### src/rtl/rxls_pkg.sv
package rxls_pkg;
  parameter int unsigned DATA_W = 8;
  parameter int unsigned STAT_W = 8;

  typedef struct packed {
    logic              brk;
    logic              ferr;
    logic              perr;
    logic              bit9;
    logic [DATA_W-1:0] data;
  } rx_entry_t;

  localparam int unsigned TAG_N = 3;  // perr, ferr, brk -> status bits 2..4
endpackage

### src/rtl/rxls_fifo_store.sv
module rxls_fifo_store
  import rxls_pkg::*;
#(
  parameter int unsigned DEPTH = 16,
  localparam int unsigned PTR_W = (DEPTH > 1) ? $clog2(DEPTH) : 1,
  localparam int unsigned CNT_W = $clog2(DEPTH + 1)
) (
  input  logic             clk_i,
  input  logic             rst_ni,
  input  logic             wr_en_i,
  input  rx_entry_t        wr_entry_i,
  input  logic             rd_en_i,
  output rx_entry_t        head_o,
  output rx_entry_t        next_o,
  output logic [CNT_W-1:0] count_o
);
  localparam logic [PTR_W-1:0] LAST = PTR_W'(DEPTH - 1);

  rx_entry_t        mem [DEPTH];
  logic [PTR_W-1:0] rd_ptr, wr_ptr;
  logic [CNT_W-1:0] count;

  function automatic logic [PTR_W-1:0] ptr_inc(input logic [PTR_W-1:0] p);
    return (p == LAST) ? '0 : p + 1'b1;
  endfunction

  always_ff @(posedge clk_i) begin
    if (wr_en_i) mem[wr_ptr] <= wr_entry_i;
  end

  always_ff @(posedge clk_i or negedge rst_ni) begin
    if (!rst_ni) begin
      rd_ptr <= '0;
      wr_ptr <= '0;
      count  <= '0;
    end else begin
      if (wr_en_i) wr_ptr <= ptr_inc(wr_ptr);
      if (rd_en_i) rd_ptr <= ptr_inc(rd_ptr);
      unique case ({wr_en_i, rd_en_i})
        2'b10:   count <= count + 1'b1;
        2'b01:   count <= count - 1'b1;
        default: count <= count;
      endcase
    end
  end

  assign head_o  = mem[rd_ptr];
  assign next_o  = mem[ptr_inc(rd_ptr)];  // lookahead for head change on pop
  assign count_o = count;
endmodule

### src/rtl/rxls_status_regs.sv
module rxls_status_regs
  import rxls_pkg::*;
(
  input  logic              clk_i,
  input  logic              rst_ni,
  input  logic              status_rd_i,
  input  logic              arrive_i,
  input  rx_entry_t         arrive_entry_i,
  input  logic              accept_bad_i,
  input  logic              drop_i,
  input  logic              legacy_i,
  input  logic              nine_bit_i,
  input  logic              nonempty_i,
  input  logic              head_bit9_i,
  input  logic              tx_fifo_empty_i,
  input  logic              tx_shift_empty_i,
  output logic [STAT_W-1:0] status_o
);
  logic [TAG_N-1:0] tag_in;
  logic [TAG_N-1:0] tag_q;
  logic             ovr_q;
  logic             err_q;

  assign tag_in = {arrive_entry_i.brk, arrive_entry_i.ferr, arrive_entry_i.perr};

  for (genvar i = 0; i < TAG_N; i++) begin : g_tag
    always_ff @(posedge clk_i or negedge rst_ni) begin
      if (!rst_ni)                  tag_q[i] <= 1'b0;
      else if (arrive_i && tag_in[i]) tag_q[i] <= 1'b1;
      else if (status_rd_i)         tag_q[i] <= 1'b0;
    end
  end

  always_ff @(posedge clk_i or negedge rst_ni) begin
    if (!rst_ni) begin
      ovr_q <= 1'b0;
      err_q <= 1'b0;
    end else begin
      if (drop_i)           ovr_q <= 1'b1;
      else if (status_rd_i) ovr_q <= 1'b0;

      if (legacy_i)          err_q <= 1'b0;
      else if (accept_bad_i) err_q <= 1'b1;
      else if (status_rd_i)  err_q <= 1'b0;
    end
  end

  always_comb begin
    status_o    = '0;
    status_o[0] = nonempty_i;
    status_o[1] = ovr_q;
    status_o[2] = nine_bit_i ? (nonempty_i & head_bit9_i) : tag_q[0];
    status_o[3] = tag_q[1];
    status_o[4] = tag_q[2];
    status_o[5] = tx_fifo_empty_i;
    status_o[6] = tx_fifo_empty_i & tx_shift_empty_i;
    status_o[7] = err_q & ~legacy_i;
  end
endmodule

### src/rtl/rx_line_status_fifo.sv
module rx_line_status_fifo
  import rxls_pkg::*;
#(
  parameter int unsigned DEPTH = 16,
  localparam int unsigned CNT_W = $clog2(DEPTH + 1)
) (
  input  logic              clk_i,
  input  logic              rst_ni,
  input  logic              push_i,
  input  logic [DATA_W-1:0] push_data_i,
  input  logic              push_bit9_i,
  input  logic              push_perr_i,
  input  logic              push_ferr_i,
  input  logic              push_brk_i,
  input  logic              nine_bit_i,
  input  logic              legacy_i,
  input  logic              rd_data_i,
  input  logic              rd_status_i,
  input  logic              tx_fifo_empty_i,
  input  logic              tx_shift_empty_i,
  output logic [DATA_W-1:0] rd_data_o,
  output logic [STAT_W-1:0] status_o
);
  rx_entry_t        wr_entry, head, next_entry, arrive_entry;
  logic [CNT_W-1:0] fifo_count;
  logic             full, empty, one_left;
  logic             push_ok, drop, pop, arrive, accept_bad;

  assign full     = (fifo_count == CNT_W'(DEPTH));
  assign empty    = (fifo_count == '0);
  assign one_left = (fifo_count == CNT_W'(1));

  assign push_ok = push_i & ~full;
  assign drop    = push_i & full;
  assign pop     = rd_data_i & ~empty;

  // parity tag has no meaning in nine-bit framing: dropped at write
  assign wr_entry = '{brk:  push_brk_i,
                      ferr: push_ferr_i,
                      perr: push_perr_i & ~nine_bit_i,
                      bit9: push_bit9_i,
                      data: push_data_i};

  assign accept_bad = push_ok & (wr_entry.perr | wr_entry.ferr | wr_entry.brk);

  assign arrive = (push_ok & empty) | (pop & ~one_left) | (pop & one_left & push_ok);
  assign arrive_entry = (empty || one_left) ? wr_entry : next_entry;

  rxls_fifo_store #(.DEPTH(DEPTH)) u_store (
    .clk_i      (clk_i),
    .rst_ni     (rst_ni),
    .wr_en_i    (push_ok),
    .wr_entry_i (wr_entry),
    .rd_en_i    (pop),
    .head_o     (head),
    .next_o     (next_entry),
    .count_o    (fifo_count)
  );

  rxls_status_regs u_status (
    .clk_i            (clk_i),
    .rst_ni           (rst_ni),
    .status_rd_i      (rd_status_i),
    .arrive_i         (arrive),
    .arrive_entry_i   (arrive_entry),
    .accept_bad_i     (accept_bad),
    .drop_i           (drop),
    .legacy_i         (legacy_i),
    .nine_bit_i       (nine_bit_i),
    .nonempty_i       (~empty),
    .head_bit9_i      (head.bit9),
    .tx_fifo_empty_i  (tx_fifo_empty_i),
    .tx_shift_empty_i (tx_shift_empty_i),
    .status_o         (status_o)
  );

  assign rd_data_o = head.data;
endmodule

### config.mk
export PLATFORM = sky130hd
export DESIGN_NAME = rx_line_status_fifo
export DESIGN_NICKNAME = d
export VERILOG_FILES = /design/src/rtl/rxls_pkg.sv /design/src/rtl/rxls_fifo_store.sv /design/src/rtl/rxls_status_regs.sv /design/src/rtl/rx_line_status_fifo.sv
export SDC_FILE = /design/constraint.sdc
export NUM_CORES = 1
export LEC_CHECK = 0
export BUFFER_PORTS_ARGS = -buffer_cell sky130_fd_sc_hd__clkbuf_2
export CORE_UTILIZATION = 55
export DETAILED_ROUTE_END_ITERATION = 8
export PLACE_DENSITY_LB_ADDON = 0.05
export SLEW_MARGIN = 15
export SYNTH_ARGS = -nofsm -noshare
export SYNTH_HDL_FRONTEND = slang
export SYNTH_SLANG_ARGS = --single-unit
export TNS_END_PERCENT = 20
### constraint.sdc
create_clock -name clk_i -period 3 [get_ports clk_i]
set_clock_uncertainty 0.05 [all_clocks]
set_input_delay 0.3 -clock clk_i [delete_from_list [all_inputs] [get_ports clk_i]]
set_output_delay 0.3 -clock clk_i [all_outputs]
set_load 0.02 [all_outputs]
[Yosys cells after proc, flatten, opt, wreduce, memory -nomap -nowiden]
Memory sizes are Yosys's and may differ from the RTL's.
Index checks and enable logic that the tools add are counted.
Word-level totals
  latch bits: 0
  memories: 1
  bits in read-only memories: 0
  bits in writable memories: 192
  bits in registers: 18
  output and inout port bits: 16
Memory list
  u_store.mem: depth 16, width 12, read ports 2, clocked after memory_dff 0, wr ports 1, RTL line rxls_fifo_store.sv:19  | rx_entry_t mem [DEPTH];
Operators by class
  divide/modulo/power cells: 0
  order comparisons: 0
  multipliers: 0
  shift-type cells: 0
  reduce and logical (&&, ||, !) cells: 11
  mux-type cells: 14
  equal/unequal tests: 6
  $add $sub $neg: 4
  bitwise gates (word level): 21
Operators with widths (count)
  bitwise AND 1 bit: 12
  two-way mux 12 bit: 1
  two-way mux 1 bit: 10
  one-hot mux 5 bit (2 select lines): 1
  nonzero test 2 bit: 5
  adder 4 x 1 -> 4 bit, second input constant: 2
  == test 4 bit, second input constant: 2
  two-way mux 4 bit: 2
  adder 5 x 1 -> 5 bit, second input constant: 1
  == test 5 x 1 -> 1 bit, second input constant: 1
  == test 5 bit, second input constant: 1
  zero test 5 bit: 1
  NOT 1 bit: 5
  subtractor 5 x 1 -> 5 bit, second input constant: 1
  bitwise OR 1 bit: 4
  logical AND 1 bit: 3
  nonzero test 3 bit: 1
  == test 2 x 1 -> 1 bit, second input constant: 1
  == test 2 bit, second input constant: 1
  logical OR 1 bit: 1

[Logic depth before layout (Yosys ltp)]
Gate-level depths: netlist of the first run.
  depth in word-level cells: 8
  gate-level depth with buffers: 9
  mapped depth without buffers: 8

[Hierarchy]
From an unflattened synthesis of the first run, not the netlist that was laid out.
Second synthesis, totals
  cell total of the unflattened synthesis: 654
  area, all modules: 10548.9 µm²
By module, submodules not included
  rxls_fifo_store: instances 1, cells an instance 606, area each 10072.2 µm², seq. area each 6090.8 µm²
  rxls_status_regs: instances 1, cells an instance 24, area each 246.5 µm², seq. area each 125.1 µm²
  rx_line_status_fifo: instances 1, cells an instance 24, area each 230.2 µm², seq. area each 0.0 µm²

[Worst setup path before layout of the first run]
Ideal clock, no wire load.
  path type: register -> register
  start: register u_store.count[0] (netlist: u_store.count_o[0])
  end: memory u_store.mem[3][0] (netlist bit), enable pin
  setup time: 0.396 ns
  buffers on the path: 1
  arrival time: 2.303 ns
  data required time: 2.554 ns
  cell stages (with the launch flop): 7
  path slack: 0.250 ns
  cell sequence: dfrtp_1 -> inv_1 -> ha_1 -> a31oi_1 -> clkbuf_1 -> nand2_1 -> nor3_1
On the way
  cells in the longest elaborated chain, start to end: 5
RTL lines
  start: declaration: RTL line rxls_fifo_store.sv:21  | logic [CNT_W-1:0] count;
  start signal: assignment: RTL line rxls_fifo_store.sv:40  | 2'b10: count <= count + 1'b1;
  start signal: assignment: RTL line rxls_fifo_store.sv:41  | 2'b01: count <= count - 1'b1;
  start signal: assignment: RTL line rxls_fifo_store.sv:42  | default: count <= count;
  == test 5 bit: RTL line rx_line_status_fifo.sv:29  | assign full = (fifo_count == CNT_W'(DEPTH));
  NOT 1 bit: RTL line rx_line_status_fifo.sv:33  | assign push_ok = push_i & ~full;
  bitwise AND 1 bit: RTL line rx_line_status_fifo.sv:33
  two-way mux 1 bit: RTL line rxls_fifo_store.sv:28  | if (wr_en_i) mem[wr_ptr] <= wr_entry_i;
  two-way mux 1 bit (implied by the code): RTL line rxls_fifo_store.sv:28
  end: declaration: RTL line rxls_fifo_store.sv:19
No other way between the ends.

[Worst setup path after layout of the first run]
  start: register u_store.rd_ptr[0]
  end: register u_status.tag_q[2] (netlist: u_status.status_o[4])
On the way
  cells in the longest elaborated chain, start to end: 6
RTL lines
  start: declaration: RTL line rxls_fifo_store.sv:20  | logic [PTR_W-1:0] rd_ptr, wr_ptr;
  start signal: assignment: RTL line rxls_fifo_store.sv:38  | if (rd_en_i) rd_ptr <= ptr_inc(rd_ptr);
  adder 4 x 1 -> 4 bit / == test 4 bit (equally long branches): RTL line rxls_fifo_store.sv:24  | return (p == LAST) ? '0 : p + 1'b1;
  two-way mux 4 bit *: RTL line rxls_fifo_store.sv:24
  memory (16 x 12 bit) *
  two-way mux 12 bit *: RTL line rx_line_status_fifo.sv:47  | assign arrive_entry = (empty || one_left) ? wr_entry : next_entry;
  logical AND 1 bit *: RTL line rxls_status_regs.sv:29  | else if (arrive_i && tag_in[i]) tag_q[i] <= 1'b1;
  two-way mux 1 bit / nonzero test 2 bit (equally long branches)
  end signal: indexed assignment: RTL line rxls_status_regs.sv:28  | if (!rst_ni) tag_q[i] <= 1'b0;
  end signal: indexed assignment: RTL line rxls_status_regs.sv:29
  end signal: indexed assignment: RTL line rxls_status_regs.sv:30  | else if (status_rd_i) tag_q[i] <= 1'b0;
  end: declaration: RTL line rxls_status_regs.sv:20  | logic [TAG_N-1:0] tag_q;
Mark *: on every way between the ends. The rest lies on a longest branch, timed or not.
A chain may end at the register's enable or synchronous reset.

==> flow_metrics.py, run 1 <==
metrics = {
    "global_routing": {
        "overflow": 0,
        "grt_pass1_wl_um": 27200,
        "track_usage_pct": 23.2,
        "grt_pass1_vias": 4578,
        "grt_max_degree": 31,
        "antenna_found_initial": 0,
    },
    "final_layout": {
        "drive_above_1_share_pct": 26.1,
        "areaGrowthSynthToFinish_pct": 16.8,
        "fin_area_mm2": 0.00998,
        "antenna_cells": 0,
        "nets": 581,
    },
    "timing": {
        "setup_viol": 0,
        "fmax_mhz": 350,
        "whs_ns": 0.0670,
        "period_share_pct": 95.2,
        "slew_violations": 0,
        "tns_ns": 0,
        "rsz0062_at_grt": "no",
        "tightest_slew_ns": 0.596,
        "hold_viol": 0,
        "period_needed_ns": 2.86,
        "relSlewSlack_pct": 60.2,
    },
    "critical_path": {
        "worst-r2r-cell-count": 6,
        "arrival_ns": 3.18,
        "path_max_fanout": 11,
        "worst_setup_path_start_kind": "flop",
        "startpoint": "u_store.rd_ptr[0]$_DFFE_PN0P_",
        "required_ns": 3.32,
        "reg2reg_to": "u_status.status_o[4]$_DFFE_PN0P_",
        "r2r_setup_slack_ns": 0.14,
        "end_kind": "flop",
        "endpoint": "u_status.status_o[4]$_DFFE_PN0P_",
        "worstReg2RegStart": "u_store.rd_ptr[0]$_DFFE_PN0P_",
        "path_class": "flop to flop",
    },
    "placed_design": {
        "port-buffer-count": 36,
        "gp_congestion": 0.799,
        "post_dp_cell_area_mm2": 0.00912,
        "dp_hpwl_um": 11500,
    },
    "job": {
        "maxCapViolCount": 0,
    },
    "yosys": {
        "syn_avg_cell_area_um2": 18.0,
        "synth-seq-cells": 210,
        "ys_warn_count": 0,
        "synth_cell_type_count": 45,
        "synthFlopType": "edfxtp_1",
        "async_flop_share_pct": 8.57,
        "syn_inst": 476,
        "synth-edff-count": 192,
        "netlist.area_leader.share_pct": 67.5,
        "synth_top_cell_by_area": "edfxtp_1",
        "synth.net_count": 507,
        "yosys-top-cells-count": "192 x edfxtp_1, 28 x mux4_2, 26 x nand2_1",
        "netlist_area_mm2": 0.00854,
        "yosysMostFrequentCell": "edfxtp_1",
        "netlist_top_cells_area": "edfxtp_1 67%, mux4_2 7.4%, dfrtp_1 5.3%",
        "seq_area_frac_synth_pct": 72.7,
    },
    "power": {
        "p_leak_uw": 0.00355,
        "ir_drop_v": 0.000554,
        "power.density_mw_per_mm2": 988,
    },
    "routing": {
        "drt-pass1-iter-count": 5,
        "drtIter0Drc": 406,
        "avgRoutedWirePerCell_um": 23.4,
        "via_per_inst": 6.04,
        "ant_nets": 0,
        "drc": 0,
        "vias": 4556,
        "drt_wl_total_um": 17600,
    },
    "floorplan": {
        "die_h_um": 127,
        "core_area_mm2": 0.0152,
        "dieWidth_um": 127,
        "die-area_mm2": 0.0160,
        "rows": 45,
        "start_util_pct": 56.2,
        "ioPinCount": 37,
    },
    "clock_network": {
        "htree_num_levels": 1,
        "cts_tree": "done",
        "postCtsSetupBuffers": 0,
        "clk_path_buf_depth": 3,
        "clock_sinks": 210,
        "root_buffer": "clkbuf_16",
        "clk_latency_ns": 0.50,
        "cts_made_buffers": 22,
        "clk_pin_slew_ns": 0.06,
    },
    "run_status": {
        "status": "complete, no violations",
    },
    "min_path": {
        "worstHoldPathType": "primary input to flop",
    },
}
==> metrics by stage <==
stage / std cells / worst slack [ns] / utilization (%) / total power (µW)
6_report: 754 / 0.145 / 65.7 / 9870
5_1_grt: 754 / 0.0319 / 65.7 / 10300
4_1_cts: 753 / 0.0201 / 65.4 / 9870
3_5_place_dp: 710 / 0.202 / 60.0 / 6940
3_3_place_gp: 710 / 0.232 / 60.0 / 6900
2_1_floorplan: 476 / 0.250 / - / 5980
==> logic make-up after synthesis <==
logic type | after synthesis | share of synthesized area, %
buffers and inverters | 36 | 2.14
adders and majority gates | 10 | 1.46
muxes | 68 | 13.2
and+or+nand+nor | 71 | 3.94
xor gates and xnor gates | 7 | 0.718
DFF | 210 | 72.7
AOI/OAI and AO/OA | 74 | 5.83
==> routing by layer <==
layer | vias up | wire [µm] | track usage (%) | share of wire [%]
met3 | 26 | 859 | 3.46 | 4.9
met4 | 0 | 277 | 4.89 | 1.6
met2 | 139 | 8350 | 37.4 | 47
met5 | - | 0 | 0 | 0
li1 | 2061 | - | - | -
met1 | 2330 | 8130 | 34.2 | 46
==> worst max-delay path, cell delays in order, from the launching register on <==
cell and delay [ns]:
dfrtp_4 0.54, ha_1 0.27, a31oi_4 0.54, mux4_1 0.68
a22oi_1 0.27, a31oi_1 0.12, a221o_1 0.27
==> power breakdown <==
part | leakage (µW) | total, µW | internal (µW) | switching, µW
Clock | 0.000381 | 2900 | 1820 | 1080
Sequential | 0.00196 | 3770 | 3550 | 211
Combinational | 0.00121 | 3200 | 1360 | 1830
Total | 0.00355 | 9870 | 6740 | 3120
==> state kept, by name, summed over array words and instances (netlist names) <==
| register | count |
|---|---|
| u_status.ovr_q | 1 |
| u_status.tag_q | 1 |
| u_store.mem | 192 |
| u_store.rd_ptr | 4 |
| u_status.err_q | 1 |
| u_store.wr_ptr | 4 |
| u_status.status_o | 2 |
| u_store.count_o | 5 |
==> layout by cell type (no fill, tap or decap), types with 4 or more instances in the layout <==
cell / Yosys / layout
a21oi_1: 12 / 12
mux2_1: 9 / 9
ha_1: 10 / 10
xnor2_1: 4 / 4
clkbuf_2: 0 / 36
clkbuf_16: 0 / 24
nor2_1: 16 / 16
bufinv_16: 0 / 5
o21ai_1: 10 / 10
inv_1: 7 / 7
nand2_1: 26 / 26
edfxtp_1: 192 / 192
o21ai_0: 15 / 15
a31oi_1: 4 / 4
mux4_2: 28 / 28
nor3_2: 0 / 4
dfrtp_1: 18 / 17
mux2i_1: 25 / 25
clkinv_1: 0 / 6
a221oi_1: 8 / 8
buf_4: 9 / 36
mux4_1: 5 / 5
nand3_1: 8 / 8
a22oi_1: 11 / 11
==> timing repair <==
item                                    4_1_cts  5_1_grt
hold buffers                                  3        0
cloned                                        0        1
endpoints found under the setup margin        7        6
endpoints found under the hold margin        20        0
gates resized for setup                       3        2
==> how the worst min path moves through the flow <==
stage,startpoint,to,slack (ns),cells after the start
detailed placement,rst_ni,u_store.wr_ptr[2]$_DFFE_PN0P_,0.23,1
global placement,rst_ni,u_store.wr_ptr[2]$_DFFE_PN0P_,0.23,1
finish,rd_status_i,u_status.err_q$_DFFE_PN0P_,0.07,4
CTS,rd_status_i,u_status.err_q$_DFFE_PN0P_,0.06,4
floorplan,rst_ni,u_status.err_q$_DFFE_PN0P_,-0.05,0
global route,rd_status_i,u_status.ovr_q$_DFFE_PN0P_,0.10,3
==> area by class of cell <==
type	count	area (µm²)
well taps	188	235
repair buffers	78	544
multi-input cells	230	2170
flip-flops and latches	210	6220
fillers	1029	5220
clock inverters	16	208
inverters	8	30.0
clock buffers	24	579
No activity file was read; power rests on OpenSTA's default activity.
==> run 2, diff against run 1 <==
--- a/config.mk
+++ b/config.mk
@@ -5,6 +5,7 @@
 export SDC_FILE = /design/constraint.sdc
 export NUM_CORES = 1
 export LEC_CHECK = 0
+export ABC_AREA = 1
 export BUFFER_PORTS_ARGS = -buffer_cell sky130_fd_sc_hd__clkbuf_2
 export CORE_UTILIZATION = 55
 export DETAILED_ROUTE_END_ITERATION = 8
==> flow_metrics.py, run 2 <==
metrics = {
    "run_status": {
        "status": "complete, no violations",
    },
    "yosys": {
        "seq_area_frac_synth_pct": 71.7,
        "synth_adder_area_share_pct": 1.44,
        "syn_avg_cell_area_um2": 12.1,
        "yosysMostFrequentCell": "edfxtp_1",
        "syn_inst": 716,
        "netlist.area_leader.share_pct": 66.5,
        "yosys-top-cells-count": "192 x edfxtp_1, 136 x nand2_1, 85 x nand3_1",
        "synth-edff-count": 192,
        "synth_cell_type_count": 31,
        "muxShareOfSynthArea_pct": 0,
        "ys_warn_count": 0,
        "netlist_top_cells_area": "edfxtp_1 66%, nand2_1 5.9%, dfrtp_1 5.2%",
        "synth_xor_area_share_pct": 0.606,
        "synth_top_cell_by_area": "edfxtp_1",
        "synth.net_count": 747,
        "synth-compound-area-share_pct": 7.41,
        "async_flop_share_pct": 8.57,
        "synth-simple-area-share_pct": 15.2,
        "synth_top_family_by_area": "simple AND/OR/NAND/NOR gates",
        "synth-seq-cells": 210,
        "netlist_area_mm2": 0.00867,
        "synthFlopType": "edfxtp_1",
    },
    "timing": {
        "fmax_mhz": 355,
        "whs_ns": 0.0148,
        "period_needed_ns": 2.82,
        "tns_ns": 0,
        "slew_violations": 0,
        "setup_viol": 0,
        "hold_viol": 0,
        "tightest_slew_ns": 0.580,
        "period_share_pct": 94.0,
        "rsz0062_at_grt": "no",
        "relSlewSlack_pct": 61.3,
    },
    "routing": {
        "drc": 0,
        "vias": 5711,
        "avgRoutedWirePerCell_um": 20.4,
        "drt-pass1-iter-count": 7,
        "ant_nets": 0,
        "via_per_inst": 5.76,
        "drtIter0Drc": 552,
        "drt_wl_total_um": 20200,
    },
    "critical_path": {
        "required_ns": 2.65,
        "endpoint": "rd_data_o[7]",
        "path_max_fanout": 13,
        "cp.depth": 8,
        "worstReg2RegStart": "u_store.count_o[0]$_DFFE_PN0P_",
        "startpoint": "u_store.rd_ptr[1]$_DFFE_PN0P_",
        "worst-r2r-cell-count": 14,
        "cp_slowest_cell": "dfrtp_1",
        "crit_family": "buffers and inverters",
        "worst_setup_path_start_kind": "flop",
        "path_class": "flop to primary output",
        "r2r_setup_slack_ns": 0.46,
        "reg2reg_to": "u_store.count_o[2]$_DFFE_PN0P_",
        "path_buf_inv": 4,
        "arrival_ns": 2.47,
        "end_kind": "primary output",
        "cp_cell_sequence": "buf_4, inv_1, buf_4, o21ai_0, o22ai_1, nor2_1, o21ai_0, clkbuf_2",
        "cpPeakStageDelay_ns": 0.46,
    },
    "final_layout": {
        "drive_above_1_share_pct": 12.7,
        "antenna_cells": 0,
        "areaGrowthSynthToFinish_pct": 12.5,
        "largest_reg_flops": 192,
        "fin_cells": 991,
        "mostFrequentLayoutCells": "192 x edfxtp_1, 136 x nand2_1, 85 x nand3_1",
        "largest-register": "u_store.mem",
        "layout_commonest_cell": "edfxtp_1",
        "nets": 799,
    },
    "placed_design": {
        "dp_hpwl_um": 12600,
        "port-buffer-count": 36,
        "gp_congestion": 0.774,
        "dpl.cell_count": 954,
    },
    "clock_network": {
        "cts_made_buffers": 21,
        "root_buffer": "clkbuf_16",
        "htree_num_levels": 1,
        "clock_sinks": 210,
        "clk_latency_ns": 0.49,
        "clk_pin_slew_ns": 0.06,
        "cts_tree": "done",
        "clk_path_buf_depth": 3,
    },
    "floorplan": {
        "rows": 45,
        "start_util_pct": 56.6,
        "ioPinCount": 37,
        "die_h_um": 128,
        "die-area_mm2": 0.0163,
        "core_area_mm2": 0.0153,
        "dieWidth_um": 128,
    },
    "global_routing": {
        "grt_pass1_wl_um": 31300,
        "overflow": 0,
        "track_usage_pct": 25.9,
        "antenna_found_initial": 1,
        "grt_max_degree": 51,
        "grt_pass1_vias": 5401,
    },
    "min_path": {
        "worstHoldPathType": "primary input to flop",
        "hold_depth": 3,
    },
    "power": {
        "ir_drop_v": 0.000652,
        "p_leak_uw": 0.00356,
        "power.density_mw_per_mm2": 961,
    },
    "job": {
        "maxCapViolCount": 0,
    },
}
==> run 2: changes by cell type after synthesis, moves of 25 or more <==
cell / change
mux2i_1: -25
mux4_2: -28
nand2_1: +110
nand3_1: +77
nor2_1: +60
o21ai_0: +50
==> run 2: cell families (layout without fill, tap and decap cells) <==
group | Yosys count | in the layout
compound gates | 111 | 111
buf+inv | 69 | 133
fa+ha+maj | 10 | 10
xor+xnor | 6 | 6
simple gates | 310 | 310
flops | 210 | 210
==> run 2: power by group <==
| group | internal [µW] | switching (µW) | leakage, µW |
|---|---|---|---|
| combinational | 1020 | 2310 | 0.00131 |
| clock | 1280 | 1010 | 0.000287 |
| sequential | 3570 | 195 | 0.00196 |
==> run 2: cell type report <==
type / instances / area, µm²
Clock buffer: 28 / 552
Clock inverter: 7 / 31.3
Fill cell: 1196 / 5560
Inverter: 30 / 113
Multi-Input combinational cell: 437 / 2140
Sequential cell: 210 / 6220
Tap cell: 211 / 264
Timing Repair Buffer: 68 / 438
==> run 2: worst register-to-register path, stage by stage, from the launching register on <==
cell and delay [ns]:
dfrtp_1 0.42, inv_1 0.14, ha_1 0.21, inv_1 0.06, nor3_2 0.20, inv_1 0.10
nand2_1 0.30, inv_1 0.09, ha_1 0.26, inv_1 0.11, nor2_1 0.04, nor2_1 0.11
o21ai_0 0.14, xor2_1 0.15, inv_1 0.05
==> run 2: worst min-delay path by stage <==
| stage | from | end |
|---|---|---|
| 6_report | push_i | u_status.ovr_q$_DFFE_PN0P_ |
| 5_1_grt | push_i | u_status.ovr_q$_DFFE_PN0P_ |
| 3_5_place_dp | rst_ni | u_store.rd_ptr[3]$_DFFE_PN0P_ |
| 2_1_floorplan | rst_ni | u_status.err_q$_DFFE_PN0P_ |
| 4_1_cts | push_i | u_status.ovr_q$_DFFE_PN0P_ |
| 3_3_place_gp | rst_ni | u_status.tag_q[0]$_DFFE_PN0P_ |
==> run 2: routing by layer <==
metal	vias to the layer above	track usage [%]	part of all wire, %
met3	26	3.73	6.5
li1	2669	-	-
met5	-	0	0.064
met2	199	40.3	46
met4	2	5.88	1.5
met1	2815	39.2	46
==> run 2: metrics by stage <==
step	utilization, %	area, µm²	power, µW	setup slack, ns
2_1_floorplan	-	8670	6060	0.835
3_3_place_gp	59.8	9160	7060	0.522
3_5_place_dp	59.8	9160	7130	0.460
4_1_cts	63.7	9760	9400	0.214
5_1_grt	63.7	9760	9930	0.0693
6_report	63.7	9760	9380	0.181
==> run 2: what timing repair did <==
item,in CTS,in global routing
hold endpoints to repair,19,0
setup buffers,0,0
gates resized for setup,0,0
hold buffers,2,0
==> run 3, diff against run 2 <==
--- a/config.mk
+++ b/config.mk
@@ -8,6 +8,7 @@
 export ABC_AREA = 1
 export BUFFER_PORTS_ARGS = -buffer_cell sky130_fd_sc_hd__clkbuf_2
 export CORE_UTILIZATION = 55
+export CTS_BUF_LIST = sky130_fd_sc_hd__clkbuf_4 sky130_fd_sc_hd__clkbuf_8 sky130_fd_sc_hd__clkbuf_16
 export DETAILED_ROUTE_END_ITERATION = 8
 export PLACE_DENSITY_LB_ADDON = 0.05
 export SLEW_MARGIN = 15
==> flow_metrics.py, run 3 (synthesis gave the netlist of run 2 again) <==
metrics = {
    "global_routing": {
        "track_usage_pct": 25.9,
        "antenna_found_initial": 1,
        "overflow": 0,
        "grt_pass1_vias": 5412,
        "grt_pass1_wl_um": 31300,
        "grt_max_degree": 51,
    },
    "final_layout": {
        "drive_above_1_share_pct": 13.6,
        "antenna_cells": 0,
        "multi_input_area_mm2": 0.00214,
        "nFillCells": 1190,
        "largest-register": "u_store.mem",
        "ff_latch_area_mm2": 0.00622,
        "layout_commonest_cell": "edfxtp_1",
        "mostFrequentLayoutCells": "192 x edfxtp_1, 136 x nand2_1, 85 x nand3_1",
        "areaGrowthSynthToFinish_pct": 12.8,
        "largest_reg_flops": 192,
        "nets": 799,
    },
    "routing": {
        "avgRoutedWirePerCell_um": 20.3,
        "drt_wl_total_um": 20100,
        "drc": 0,
        "via_per_inst": 5.80,
        "ant_nets": 0,
        "drt-pass1-iter-count": 5,
        "vias": 5743,
        "drtIter0Drc": 589,
    },
    "timing": {
        "slew_violations": 0,
        "fmax_mhz": 359,
        "relSlewSlack_pct": 61.9,
        "tightest_slew_ns": 0.571,
        "whs_ns": 0.0134,
        "rsz0062_at_grt": "no",
        "hold_viol": 0,
        "period_share_pct": 92.7,
        "setup_viol": 0,
        "period_needed_ns": 2.78,
        "tns_ns": 0,
    },
    "critical_path": {
        "worst-r2r-cell-count": 14,
        "path_class": "flop to primary output",
        "reg2reg_to": "u_store.count_o[2]$_DFFE_PN0P_",
        "r2r_setup_slack_ns": 0.45,
        "path_buf_inv": 4,
        "path_max_fanout": 13,
        "worst_setup_path_start_kind": "flop",
        "cp_slowest_cell": "dfrtp_1",
        "worstReg2RegStart": "u_store.count_o[0]$_DFFE_PN0P_",
        "crit_family": "buffers and inverters",
        "cp_cell_sequence": "buf_4, inv_1, buf_4, o21ai_0, o22ai_1, nor2_1, o21ai_0, clkbuf_2",
        "cpPeakStageDelay_ns": 0.46,
        "required_ns": 2.65,
        "arrival_ns": 2.43,
        "end_kind": "primary output",
    },
    "floorplan": {
        "die-area_mm2": 0.0163,
        "start_util_pct": 56.6,
        "ioPinCount": 37,
        "dieWidth_um": 128,
        "core_area_mm2": 0.0153,
        "die_h_um": 128,
        "rows": 45,
    },
    "run_status": {
        "status": "complete, no violations",
    },
    "placed_design": {
        "port-buffer-count": 36,
        "gp_congestion": 0.774,
        "dp_hpwl_um": 12600,
    },
    "clock_network": {
        "htree_num_levels": 1,
        "cts_made_buffers": 21,
        "post_cts_resized": 0,
        "clk_pin_slew_ns": 0.06,
        "clock_sinks": 210,
        "clk_path_buf_depth": 3,
        "clk_latency_ns": 0.49,
        "hold_buffers": 2,
        "cts_tree": "done",
        "root_buffer": "clkbuf_16",
        "postCtsSetupBuffers": 0,
    },
    "min_path": {
        "hold_end": "u_status.ovr_q$_DFFE_PN0P_",
        "hp-start": "push_i",
        "worstHoldPathType": "primary input to flop",
        "hold_depth": 3,
    },
    "power": {
        "power.density_mw_per_mm2": 964,
        "ir_drop_v": 0.000653,
        "p_leak_uw": 0.00358,
    },
    "job": {
        "maxCapViolCount": 0,
    },
}
run 3: changes by cell type in the layout (fill, tap and decap cells not counted):
cell      delta
clkbuf_1     -7
clkbuf_4     +7
run 3: worst max-delay path by stage:
stage          slack [ns]                        endpoint  cells past startpoint                      startpoint
2_1_floorplan        0.83    u_store.mem[11][0]$_DFFE_PP_                      6  u_store.count_o[0]$_DFFE_PN0P_
3_3_place_gp         0.52  u_store.count_o[2]$_DFFE_PN0P_                     12  u_store.count_o[0]$_DFFE_PN0P_
3_5_place_dp         0.46  u_store.count_o[2]$_DFFE_PN0P_                     14  u_store.count_o[0]$_DFFE_PN0P_
4_1_cts              0.21                    rd_data_o[7]                      8   u_store.rd_ptr[1]$_DFFE_PN0P_
5_1_grt              0.07                    rd_data_o[7]                      8   u_store.rd_ptr[1]$_DFFE_PN0P_
6_report             0.22                    rd_data_o[7]                      8   u_store.rd_ptr[1]$_DFFE_PN0P_
run 3: per-layer routing:
metal / routed length (µm) / global-route usage, % / share of wire, %
met5: 13 / 0 / 0.065
met4: 329 / 5.88 / 1.6
met3: 1410 / 3.73 / 7.0
met2: 9350 / 40.3 / 46
met1: 9020 / 39.2 / 45
run 3: metrics by stage:
| step | worst slack (ns) | util [%] | total power [µW] | instance area (µm²) | instances |
|---|---|---|---|---|---|
| after floorplan | 0.835 | - | 6060 | 8670 | 716 |
| after global placement | 0.522 | 59.8 | 7060 | 9160 | 954 |
| after detailed placement | 0.460 | 59.8 | 7130 | 9160 | 954 |
| after CTS | 0.214 | 63.9 | 9460 | 9780 | 991 |
| after global routing | 0.0693 | 63.9 | 9990 | 9780 | 991 |
| final | 0.218 | 63.9 | 9440 | 9780 | 991 |
run 3: worst min-delay path: cells and delay by family:
| kind | cells | cell delay, ns |
|---|---|---|
| compound gates | 1 | 0.08 |
| buf+inv | 2 | 0.13 |
run 3: power breakdown:
part	switching, µW	leakage, µW	total [µW]	internal, µW
sequential	197	0.00196	3760	3570
clock	1000	0.000311	2350	1350
combinational	2300	0.00131	3320	1020
total	3500	0.00358	9440	5930
run 3: final cells by class:
cell class,count,area share [%]
Sequential cell,210,63.5
Tap cell,211,2.70
Multi-Input combinational cell,437,21.9
Inverter,30,1.15
Clock inverter,7,0.320
Timing Repair Buffer,68,4.48
Clock buffer,28,5.91
